$ cat config.mk
export PLATFORM = sky130hd
export DESIGN_NAME = lcd_seg_drv
export DESIGN_NICKNAME = d
export VERILOG_FILES = /design/src/rtl/lcd_seg_drv.sv
export SDC_FILE = /design/constraint.sdc
export NUM_CORES = 1
export LEC_CHECK = 0
export BUFFER_PORTS_ARGS = -buffer_cell sky130_fd_sc_hd__buf_2
export CAP_MARGIN = 20
export CORE_MARGIN = 4
export CORE_UTILIZATION = 48
export CTS_CLUSTER_DIAMETER = 50
export DETAILED_ROUTE_END_ITERATION = 7
export PLACE_DENSITY = 0.82
export SLEW_MARGIN = 20
export SYNTH_ARGS = -nofsm -noshare
export SYNTH_HDL_FRONTEND = slang
export SYNTH_SLANG_ARGS = --single-unit
$ cat constraint.sdc
create_clock -name clk -period 0.95 [get_ports clk]
set_input_delay 0.19 -clock clk [delete_from_list [all_inputs] [get_ports clk]]
set_output_delay 0.19 -clock clk [all_outputs]
set_load 0.005 [all_outputs]
$ cat src/rtl/lcd_seg_drv.sv
module lcd_seg_drv #(
  parameter int HALF = 20
) (
  input  logic                  clk,
  input  logic                  rst_n,
  input  logic                  sclk_in,
  input  logic                  din_lo,
  input  logic                  din_hi,
  input  logic                  load,
  input  logic                  frame,
  output logic                  dout_lo,
  output logic                  dout_hi,
  output logic [4*HALF-1:0]     seg_code
);
  localparam int NSEG = 2 * HALF;

  logic [2:0]      sck_q;
  logic            fall;
  logic [HALF-1:0] chain_lo, chain_hi;
  logic [NSEG-1:0] latch_q;

  always_ff @(posedge clk) begin
    if (!rst_n) sck_q <= '0;
    else        sck_q <= {sck_q[1:0], sclk_in};
  end

  assign fall = sck_q[2] & ~sck_q[1];

  always_ff @(posedge clk) begin
    if (!rst_n) begin
      chain_lo <= '0;
      chain_hi <= '0;
    end else if (fall) begin
      chain_lo <= {chain_lo[HALF-2:0], din_lo};
      chain_hi <= {chain_hi[HALF-2:0], din_hi};
    end
  end

  assign dout_lo = chain_lo[HALF-1];
  assign dout_hi = chain_hi[HALF-1];

  always_ff @(posedge clk) begin
    if (!rst_n)    latch_q <= '0;
    else if (load) latch_q <= {chain_hi, chain_lo};
  end

  for (genvar n = 0; n < NSEG; n++) begin : g_code
    assign seg_code[2*n+1] = frame;
    assign seg_code[2*n]   = ~(latch_q[n] ^ frame);
  end

  assert_shift_in_lo_R3: assert property (@(posedge clk) disable iff (!rst_n)
    fall |=> chain_lo[0] == $past(din_lo));
  assert_shift_out_hi_R4: assert property (@(posedge clk) disable iff (!rst_n)
    fall |=> dout_hi == $past(chain_hi[HALF-2]));
  assert_no_fall_no_move_R2: assert property (@(posedge clk) disable iff (!rst_n)
    !fall |=> $stable(dout_lo) && $stable(dout_hi));
  assert_transparent_R6: assert property (@(posedge clk) disable iff (!rst_n)
    load |=> latch_q == $past({chain_hi, chain_lo}));
  assert_hold_R7: assert property (@(posedge clk) disable iff (!rst_n)
    !load |=> $stable(latch_q));
endmodule

== Word-level counts from Yosys, hierarchy flattened ==
Index checks and enable logic that the tools add are counted.
Operators by class
  bitwise logic cells: 82
Operators by type and width (number)
  $not 1->1: 41
  $xor 1x1->1: 40
  $and 1x1->1: 1
Word-level totals
  register bits: 83
  output and inout port bits: 82
  logic and storage cells: 86
  bits of input ports: 7

== Longest topological paths before layout ==
  depth in word-level cells: 2
  mapped depth: 4
  depth with buffers taken out: 2

== Least setup slack after synthesis ==
Ideal clock, no wire load.
  kind: reg-to-reg
  start: reg sck_q[1]
  end: reg chain_hi[0]
  period minus slack after synthesis: 910 ps
  cell stages (with the launch flop): 5
  library setup time: 72 ps
  data arrival time: 839 ps
  setup slack: 40 ps
  cells stage by stage: dfxtp_1 -> nor2b_4 -> buf_6 -> buf_12 -> mux2i_1
Between the ends
  word-level cells in the longest chain between the ends: 2
Ends and longest elaborated chain
  start, declared: line 17  | logic [2:0] sck_q;
  start signal, assigned: line 24  | else sck_q <= {sck_q[1:0], sclk_in};
  $not 1->1: line 27  | assign fall = sck_q[2] & ~sck_q[1];
  $and 1x1->1: line 27
  end signal, assigned: line 35  | chain_hi <= {chain_hi[HALF-2:0], din_hi};
  end, declared: line 19  | logic [HALF-1:0] chain_lo, chain_hi;
No other way between the ends.
A chain may end at the register's enable or synchronous reset.

== Worst setup path after layout ==
  start: reg sck_q[2]
  end: reg chain_hi[11]
Between the ends
  word-level cells in the longest chain between the ends: 1
Ends and longest elaborated chain (line)
  $and 1x1->1: 27
No other way between the ends.

==> key figures <==
Layout
  • Area Growth Syn to Fin: 21.0%
  • FILL cells: 643
  • Diode count: 0
  • Register area: 1710 um^2
  • Area of the multi-input gates: 1730 um^2
  • Cell area after layout: 4600 um^2
  • End-of-flow core utilization: 59.5%
  • Share of layout cells above drive strength 1: 46.2%
  • Post-layout net count: 427

Logic synthesis
  • #FFs+latches synth: 83
  • Synthesized cell area: 3800 um^2
  • Syn nets: 360
  • Mapped Cells: 353
  • Seq/Total Area, Yosys: 43.7%
  • Count of cell types in the netlist: 12
  • Synth warnings: 0
  • Syn avg cell area: 10.8 um^2

Routing
  • DRC viols: 0
  • Via count of the routed design: 2368
  • DRT iter0 DRCs: 50
  • Via density: 4.50
  • Routed length per instance: 12.7 um
  • Antenna-violating nets left: 0
  • DRT Wirelength: 6660 um
  • DRT Pass-1 Iters: 4

STA
  • Final Slew Violations: 0
  • Hold slack: 0.0593 ns
  • Final count of hold timing violations: 0
  • Setup_tns: -10.11 ns
  • Clock period minus worst slack: 1.14 ns
  • Worst Slack Setup Final: -0.194 ns
  • Setup-failing EPs final: 82
  • Slew of the pin with the lowest slew margin: 0.248 ns
  • Final Cycle Share: 120%
  • Layout Skew: 0.00702 ns
  • Fmax: 0.874 GHz
  • RSZ-0062 raised after global routing: true
  • Worst slew margin: 83.4%

Global route
  • First-pass GRT wire length: 11100 um
  • GRT overflow: 0
  • GRT Util Overall: 14.2%
  • Largest net degree at the start of global routing: 43
  • Initial antenna violation count: 0
  • Vias in the first global route: 2344

Clock network
  • Worst-Skew Late Latency: 0.34 ns
  • TritonCTS Buffers: 9
  • Clock Pin Slew Worst Setup and Hold Paths: 0.08 ns
  • CTS root buf: clkbuf_8
  • Num Clock Sinks: 83
  • Htree depth: 3
  • Maximum buffer depth of the clock tree: 2
  • CTS tree: done

Setup path
  • CP endpoint kind: flip-flop
  • Crit-path max cell delay: 0.31 ns
  • CP Class: flip-flop to flip-flop
  • Crit start category: flip-flop
  • Max stage delay cell, worst path: dfxtp_1
  • Critical Path Fanout Max: 7
  • Buffers & Inverters on Critical Path: 2
  • Required time of the critical path: 1.21 ns
  • Cell family with most CP delay: flip-flops
  • CP Cell Sequence: nor2b_4 > buf_12 > buf_12 > mux2i_2
  • CP Data Arrival Time: 1.40 ns
  • CP most frequent cell: buf_12

Die
  • Die height: 97.0 um
  • Initial core utilization: 49.2%
  • Boundary Pins: 89
  • Site Rows: 32
  • Core Area: 7730 um^2
  • Die Area: 9410 um^2
  • Die width: 97.0 um

Outcome
  • Failing checks: setup timing
  • Status: finished with violations

Placed design
  • Placed Area: 4010 um^2
  • Placed wire-length estimate: 4450 um
  • GP Congestion: 0.719
  • # port buffers: 88

Power and ir drop
  • Leak pwr: 0.00188 uW
  • Total chip power: 6430 uW
  • VDD IR max: 0.779 mV
  • Power Density: 1400 nW/um^2

Job
  • Max-Cap Viols: 0

Hold path
  • Hold Crit Class: input pin to flip-flop
[power breakdown]
part | switching, uW | internal [uW] | leakage, uW | total, uW
Combinational | 306 | 353 | 0.00110 | 659
Clock | 1140 | 1150 | 0.0000888 | 2290
Sequential | 3.89 | 3480 | 0.000691 | 3490
[metal layers]
| layer | vias to the layer above | GRT usage (%) | wire, um |
|---|---|---|---|
| met2 | 37 | 24.2 | 3380 |
| met3 | 5 | 3.97 | 261 |
| li1 | 1225 | - | - |
| met4 | 0 | 4.54 | 34 |
| met5 | - | 0 | 0 |
| met1 | 1101 | 17.2 | 2990 |
[kinds of logic (layout without fill, tap and decap cells)]
| logic type | after synthesis | count (layout) | share of synthesized area, % |
|---|---|---|---|
| XOR/XNOR | 40 | 40 | 9.21 |
| buffers and inverters | 64 | 135 | 14.5 |
| AND/OR/NAND/NOR | 86 | 86 | 11.6 |
| multiplexers | 80 | 80 | 21.1 |
| flip-flops | 83 | 83 | 43.7 |
[placed cells by master, fill, tap and decap left out, drive strengths merged]
master    Yosys  final
and2          3      3
buf          60    120
nor2b        41     41
mux2i        80     80
dfxtp        83     83
xnor2        40     40
nand2        42     42
clkinvlp      0      1
clkbuf        4     14
[flip-flops by register name (all words and copies together) (netlist names)]
register  flops
latch_q      40
chain_hi     20
chain_lo     20
sck_q         3
[final cells by class]
type	instances	area share, %
Sequential cell	83	37.3
Timing Repair Buffer	120	18.4
Clock inverter	1	0.163
Tap cell	102	2.77
Clock buffer	14	3.75
Multi-Input combinational cell	206	37.7
[cells in the mapped netlist (all sizes together)]
cell type   n  area share (%)
nor2b      41             6.9
mux2i      80              21
and2        3            0.49
clkbuf      4            0.39
nand2      42             4.1
xnor2      40             9.2
buf        60              14
dfxtp      83              44
[worst paths after layout]
check                                          from                   endpoint  slack (ns)  cells after the start
worst max-delay path            sck_q[2]$_SDFF_PN0_  chain_hi[11]$_SDFFE_PN0P_       -0.19                      4
worst min-delay path                        sclk_in        sck_q[0]$_SDFF_PN0_        0.06                      2
worst max register to register  sck_q[2]$_SDFF_PN0_  chain_hi[11]$_SDFFE_PN0P_       -0.19                      4
worst min register to register  sck_q[0]$_SDFF_PN0_        sck_q[1]$_SDFF_PN0_        0.47                      1
[what timing repair did]
item	4_1_cts	5_1_grt
cloned	3	0
resized for setup	53	22
setup buffers	18	3
pin swaps	40	0
hold buffers	0	0
setup endpoints to repair	82	82
[stage by stage]
step,worst slack (ns),cells
floorplan,0.0397,353
global placement,-0.0288,490
detailed placement,-0.0661,490
CTS,-0.208,526
global route,-0.257,526
finish,-0.194,526
No activity file was read; power rests on OpenSTA's default activity.
